## config.mk

```make
export PLATFORM = sky130hd
export DESIGN_NAME = mag_cmp_tree
export DESIGN_NICKNAME = d
export VERILOG_FILES = /design/src/rtl/cmpt_pkg.sv /design/src/rtl/cmpt_leaf.sv /design/src/rtl/cmpt_merge_inv.sv /design/src/rtl/cmpt_merge_pos.sv /design/src/rtl/mag_cmp_tree.sv
export SDC_FILE = /design/constraint.sdc
export NUM_CORES = 1
export LEC_CHECK = 0
export ABC_AREA = 1
export BUFFER_PORTS_ARGS = -buffer_cell sky130_fd_sc_hd__buf_2
export CAP_MARGIN = 20
export CORE_MARGIN = 5
export CORE_UTILIZATION = 45
export DETAILED_ROUTE_END_ITERATION = 6
export PLACE_DENSITY = 0.93
export SLEW_MARGIN = 20
export SYNTH_ARGS = -nofsm -noshare
export SYNTH_HDL_FRONTEND = slang
export SYNTH_HIERARCHICAL = 1
export SYNTH_SLANG_ARGS = --single-unit
```

## constraint.sdc

```tcl
create_clock -name vclk -period 1.4
set_clock_uncertainty 0.1 [all_clocks]
set_input_delay 0.07 -clock vclk [all_inputs]
set_output_delay 0.07 -clock vclk [all_outputs]
set_load 0.02 [all_outputs]
```

## src/rtl/cmpt_pkg.sv

```systemverilog
package cmpt_pkg;

  // per-bit encodings: "b larger at this bit" and "bits match"
  function automatic logic bit_smaller(input logic a, input logic b);
    return ~a & b;
  endfunction

  function automatic logic bit_same(input logic a, input logic b);
    return ~(a ^ b);
  endfunction

  // join an upper span (generate/propagate) with a lower span (carry-in)
  // returns {b_bigger, equal} in true polarity
  function automatic logic [1:0] span_join(input logic hi_big, input logic hi_eq,
                                           input logic lo_big, input logic lo_eq);
    return {hi_big | (hi_eq & lo_big), hi_eq & lo_eq};
  endfunction

  // first node index of tree level k inside the flattened node vector
  function automatic int level_base(input int width, input int k);
    return width - (width >> k);
  endfunction

endpackage

```

## src/rtl/cmpt_leaf.sv

```systemverilog
module cmpt_leaf
  import cmpt_pkg::*;
(
  input  logic [1:0] sa,
  input  logic [1:0] sb,
  output logic       big,
  output logic       same
);
  logic [1:0] lt_bit;
  logic [1:0] eq_bit;

  for (genvar i = 0; i < 2; i++) begin : g_enc
    assign lt_bit[i] = bit_smaller(sa[i], sb[i]);
    assign eq_bit[i] = bit_same(sa[i], sb[i]);
  end

  assign {big, same} = span_join(lt_bit[1], eq_bit[1], lt_bit[0], 1'b0) | {1'b0, eq_bit[0] & eq_bit[1]};

  always_comb begin : chk

    leaf_eq_chk: assert (!same || (sa == sb))
      else $error("leaf reports equal on differing slice");
  end
endmodule

```

## src/rtl/cmpt_merge_inv.sv

```systemverilog
module cmpt_merge_inv
  import cmpt_pkg::*;
(
  input  logic hi_big,
  input  logic hi_eq,
  input  logic lo_big,
  input  logic lo_eq,
  output logic big_n,
  output logic eq_n
);
  logic [1:0] joined;

  assign joined = span_join(hi_big, hi_eq, lo_big, lo_eq);
  assign big_n  = ~joined[1];
  assign eq_n   = ~joined[0];

  always_comb begin : chk

    pair_in_true_chk: assert (!(hi_big && hi_eq) && !(lo_big && lo_eq))
      else $error("illegal span pair into inverting merge");
  end
endmodule

```

## src/rtl/cmpt_merge_pos.sv

```systemverilog
module cmpt_merge_pos (
  input  logic hi_big_n,
  input  logic hi_eq_n,
  input  logic lo_big_n,
  input  logic lo_eq_n,
  output logic big,
  output logic same
);
  // complemented inputs: nand/nor form restores true polarity
  assign big  = ~(hi_big_n & (hi_eq_n | lo_big_n));
  assign same = ~(hi_eq_n | lo_eq_n);

  always_comb begin : chk

    pair_in_inv_chk: assert ((hi_big_n || hi_eq_n) && (lo_big_n || lo_eq_n))
      else $error("illegal complemented span pair into restoring merge");
  end
endmodule

```

## src/rtl/mag_cmp_tree.sv

```systemverilog
module mag_cmp_tree
  import cmpt_pkg::*;
#(
  parameter int WIDTH = 64
) (
  input  logic [WIDTH-1:0] opa,
  input  logic [WIDTH-1:0] opb,
  output logic             lt_o,
  output logic             eq_o,
  output logic             gt_o
);
  localparam int LEVELS = $clog2(WIDTH);
  localparam int LEAVES = WIDTH / 2;
  localparam int NODES  = WIDTH - 1;
  localparam int MERGES = LEVELS - 1;
  localparam bit FLIP   = (MERGES % 2) == 1;


  if (WIDTH < 2 || (WIDTH & (WIDTH - 1)) != 0) begin : g_bad_width
    $error("WIDTH must be a power of two, at least 2");
  end

  // flattened tree: level k occupies [level_base(k) +: WIDTH>>(k+1)]
  logic [NODES-1:0] nd_big;
  logic [NODES-1:0] nd_eq;

  for (genvar j = 0; j < LEAVES; j++) begin : g_leaf
    cmpt_leaf u_leaf (
      .sa   (opa[2*j+1 -: 2]),
      .sb   (opb[2*j+1 -: 2]),
      .big  (nd_big[j]),
      .same (nd_eq[j])
    );
  end

  for (genvar k = 1; k < LEVELS; k++) begin : g_lvl
    localparam int NG  = WIDTH >> (k + 1);
    localparam int SRC = level_base(WIDTH, k - 1);
    localparam int DST = level_base(WIDTH, k);
    for (genvar g = 0; g < NG; g++) begin : g_node
      if ((k % 2) == 1) begin : g_inv
        cmpt_merge_inv u_m (
          .hi_big (nd_big[SRC+2*g+1]),
          .hi_eq  (nd_eq[SRC+2*g+1]),
          .lo_big (nd_big[SRC+2*g]),
          .lo_eq  (nd_eq[SRC+2*g]),
          .big_n  (nd_big[DST+g]),
          .eq_n   (nd_eq[DST+g])
        );
      end else begin : g_pos
        cmpt_merge_pos u_m (
          .hi_big_n (nd_big[SRC+2*g+1]),
          .hi_eq_n  (nd_eq[SRC+2*g+1]),
          .lo_big_n (nd_big[SRC+2*g]),
          .lo_eq_n  (nd_eq[SRC+2*g]),
          .big      (nd_big[DST+g]),
          .same     (nd_eq[DST+g])
        );
      end
    end
  end

  // root of the tree, named for the checks
  logic root_big;
  logic root_eq;
  assign root_big = nd_big[NODES-1];
  assign root_eq  = nd_eq[NODES-1];

  if (FLIP) begin : g_fix
    assign lt_o = ~root_big;
    assign eq_o = ~root_eq;
  end else begin : g_direct
    assign lt_o = root_big;
    assign eq_o = root_eq;
  end

  assign gt_o = ~(lt_o | eq_o);

  always_comb begin : chk

    onehot_out_chk: assert ($onehot({lt_o, eq_o, gt_o}))
      else $error("outputs not one-hot");

    eq_match_chk: assert (eq_o == (opa == opb))
      else $error("equal output disagrees with operands");

    lt_match_chk: assert (lt_o == (opa < opb))
      else $error("less output disagrees with operands");
  end
endmodule

```

==> flow_metrics.env <==
export IMPL_antenna_found_initial=0
export IMPL_nNetsFinal=680
export IMPL_layout_common_cells="buf_2, nand2_1, inv_1"
export IMPL_synth_top_family_by_area="adder cells"
export IMPL_fin_crit_sh_pct=116
export IMPL_syn_area_per_cell_um2=5.78
export IMPL_hold_buffers=0
export IMPL_core_um2=4380
export IMPL_grt_ovfl_total=0
export IMPL_routed_wl_mm=8.80
export IMPL_wl_met3_um=755
export IMPL_p_per_area_nw_per_um2=319
export IMPL_start_util_pct=46.6
export IMPL_final_max_slew_viol_count=0
export IMPL_route_detailed_drc=1
export IMPL_dieArea_um2=5990
export IMPL_layout_setup_ws_ps=-218
export IMPL_regArea_um2=0
export IMPL_worstHoldPathType="in2out"
export IMPL_hold_viol_final=0
export IMPL_n_antenna_cell=0
export IMPL_crit_path_end_kind="primary output"
export IMPL_ir_drop_uv=202
export IMPL_layout_commonest_cell="buf_2"
export IMPL_rsz0062_at_grt="true"
export IMPL_first_pass_iters=7
export IMPL_maxCapViolations=0
export IMPL_netlist_cell_type_count=6
export IMPL_postCtsSetupBuffers=0
export IMPL_fmax_ghz=0.618
export IMPL_ys_seq_area_share_pct=0
export IMPL_crit_path_start_kind="input port"
export IMPL_yosysWarningCount=6
export IMPL_met1Wirelength_mm=2.75
export IMPL_dr_wl_met2_mm=4.66
export IMPL_drive_above_1_share_pct=67.3
export IMPL_n_fill_cell=227
export IMPL_antenna_left=0
export IMPL_worstMarginPinSlew_ps=147
export IMPL_grtUsageTotal_pct=22.8
export IMPL_seq_cells=0
export IMPL_dpl_hpwl_mm=5.08
export IMPL_num_vias=2773
export IMPL_setup_viol=3
export IMPL_place_congestion=0.765
export IMPL_place_ws_ps=-315
export IMPL_synth_mux_area_share_pct=0
export IMPL_leakagePower_nw=2.10
export IMPL_p_total_mw=1.21
export IMPL_synth_simple_area_share_pct=23.5
export IMPL_rows=24
export IMPL_grt_pass1_wl_mm=11.6
export IMPL_syn_area_um2=2040
export IMPL_ioPinCount=131
export IMPL_dieHeight_um=77.4
export IMPL_failed_checks="DRC, setup timing"
export IMPL_clkbuf_count=0
export IMPL_utilization_pct=86.5
export IMPL_yosys_area_share_xor_xnor_pct=0
export IMPL_area_delta_synth_final_pct=85.5
export IMPL_grt_max_degree=3
export IMPL_period_minus_slack_ps=1620
export IMPL_grt_pass1_vias=2791
export IMPL_critPathKind="in2out"
export IMPL_synthCells=354
export IMPL_synth_compound_area_share_pct=13.3
export IMPL_crit_path_max_fanout=2
export IMPL_die_x_um=77.4
export IMPL_avgRoutedWirePerCell_um=16.4
export IMPL_vias_per_cell=5.15
export IMPL_status="complete, but fails checks"
export IMPL_synthAdderAreaFrac_pct=39.2
export IMPL_fin_setup_tns_ps=-451
export IMPL_highest_layer="met4"
export IMPL_syn_nets=546
export IMPL_critPathRequiredTime_ps=1230
export IMPL_slew_headroom_pct=90.2
export IMPL_critical_path_arrival_ps=1450
export IMPL_io_buffer_count=131
export IMPL_drt_initial_drc_count=105
-- cells in the mapped netlist --
master | instances | area [µm²]
a21oi_2 | 21 | 184
ha_1 | 64 | 801
inv_1 | 131 | 492
nand2_1 | 118 | 443
nor2_1 | 10 | 37.5
o21ai_2 | 10 | 87.6
-- per-layer routing --
| layer | vias to the layer above | track usage [%] |
|---|---|---|
| li1 | 1294 | - |
| met1 | 1212 | 21.0 |
| met2 | 194 | 48.4 |
| met3 | 73 | 4.63 |
| met4 | 0 | 7.04 |
| met5 | - | 0 |
-- stage by stage --
stage / instance area, µm² / cells / hold WS, ps
finish: 3790 / 538 / 774
CTS: 3450 / 538 / 770
detailed placement: 2770 / 538 / 777
floorplan: 2040 / 354 / 569
global placement: 2770 / 538 / 760
global route: 3790 / 538 / 837
-- kinds of logic after synthesis --
family / after synthesis
buf+inv: 131
simple gates: 128
fa+ha+maj: 64
compound gates: 31
-- cell type report --
| cell class | count | area, µm² | share of cell area [%] |
|---|---|---|---|
| Multi-Input combinational cell | 223 | 2350 | 61.9 |
| Tap cell | 52 | 65.1 | 1.72 |
| Inverter | 131 | 522 | 13.8 |
| Timing Repair Buffer | 132 | 860 | 22.7 |
-- report_power, final --
part	total, mW	internal (mW)	switching, mW
combinational	1.21	0.588	0.623
clock	0	0	0
sequential	0	0	0
-- path summary, 6_finish.rpt --
check	from	end	slack (ps)	cells past startpoint
worst max-delay path	opa[49]	gt_o	-220	13
worst min-delay path	opb[21]	lt_o	770	11
-- what timing repair did --
action,CTS,global route
pin swaps,107,73
resized for setup,119,101
endpoints found under the setup margin,3,3
-- worst max-delay path, stage by stage --
cell and delay, ps:
buf_2 110, inv_2 70, ha_4 190, nand2_1 80
nand2_1 90, a21oi_2 170, o21ai_2 80, a21oi_2 130
o21ai_2 80, a21oi_2 120, nand2_1 80, inv_2 50
buf_6 110
No activity file was read; power rests on OpenSTA's default activity.
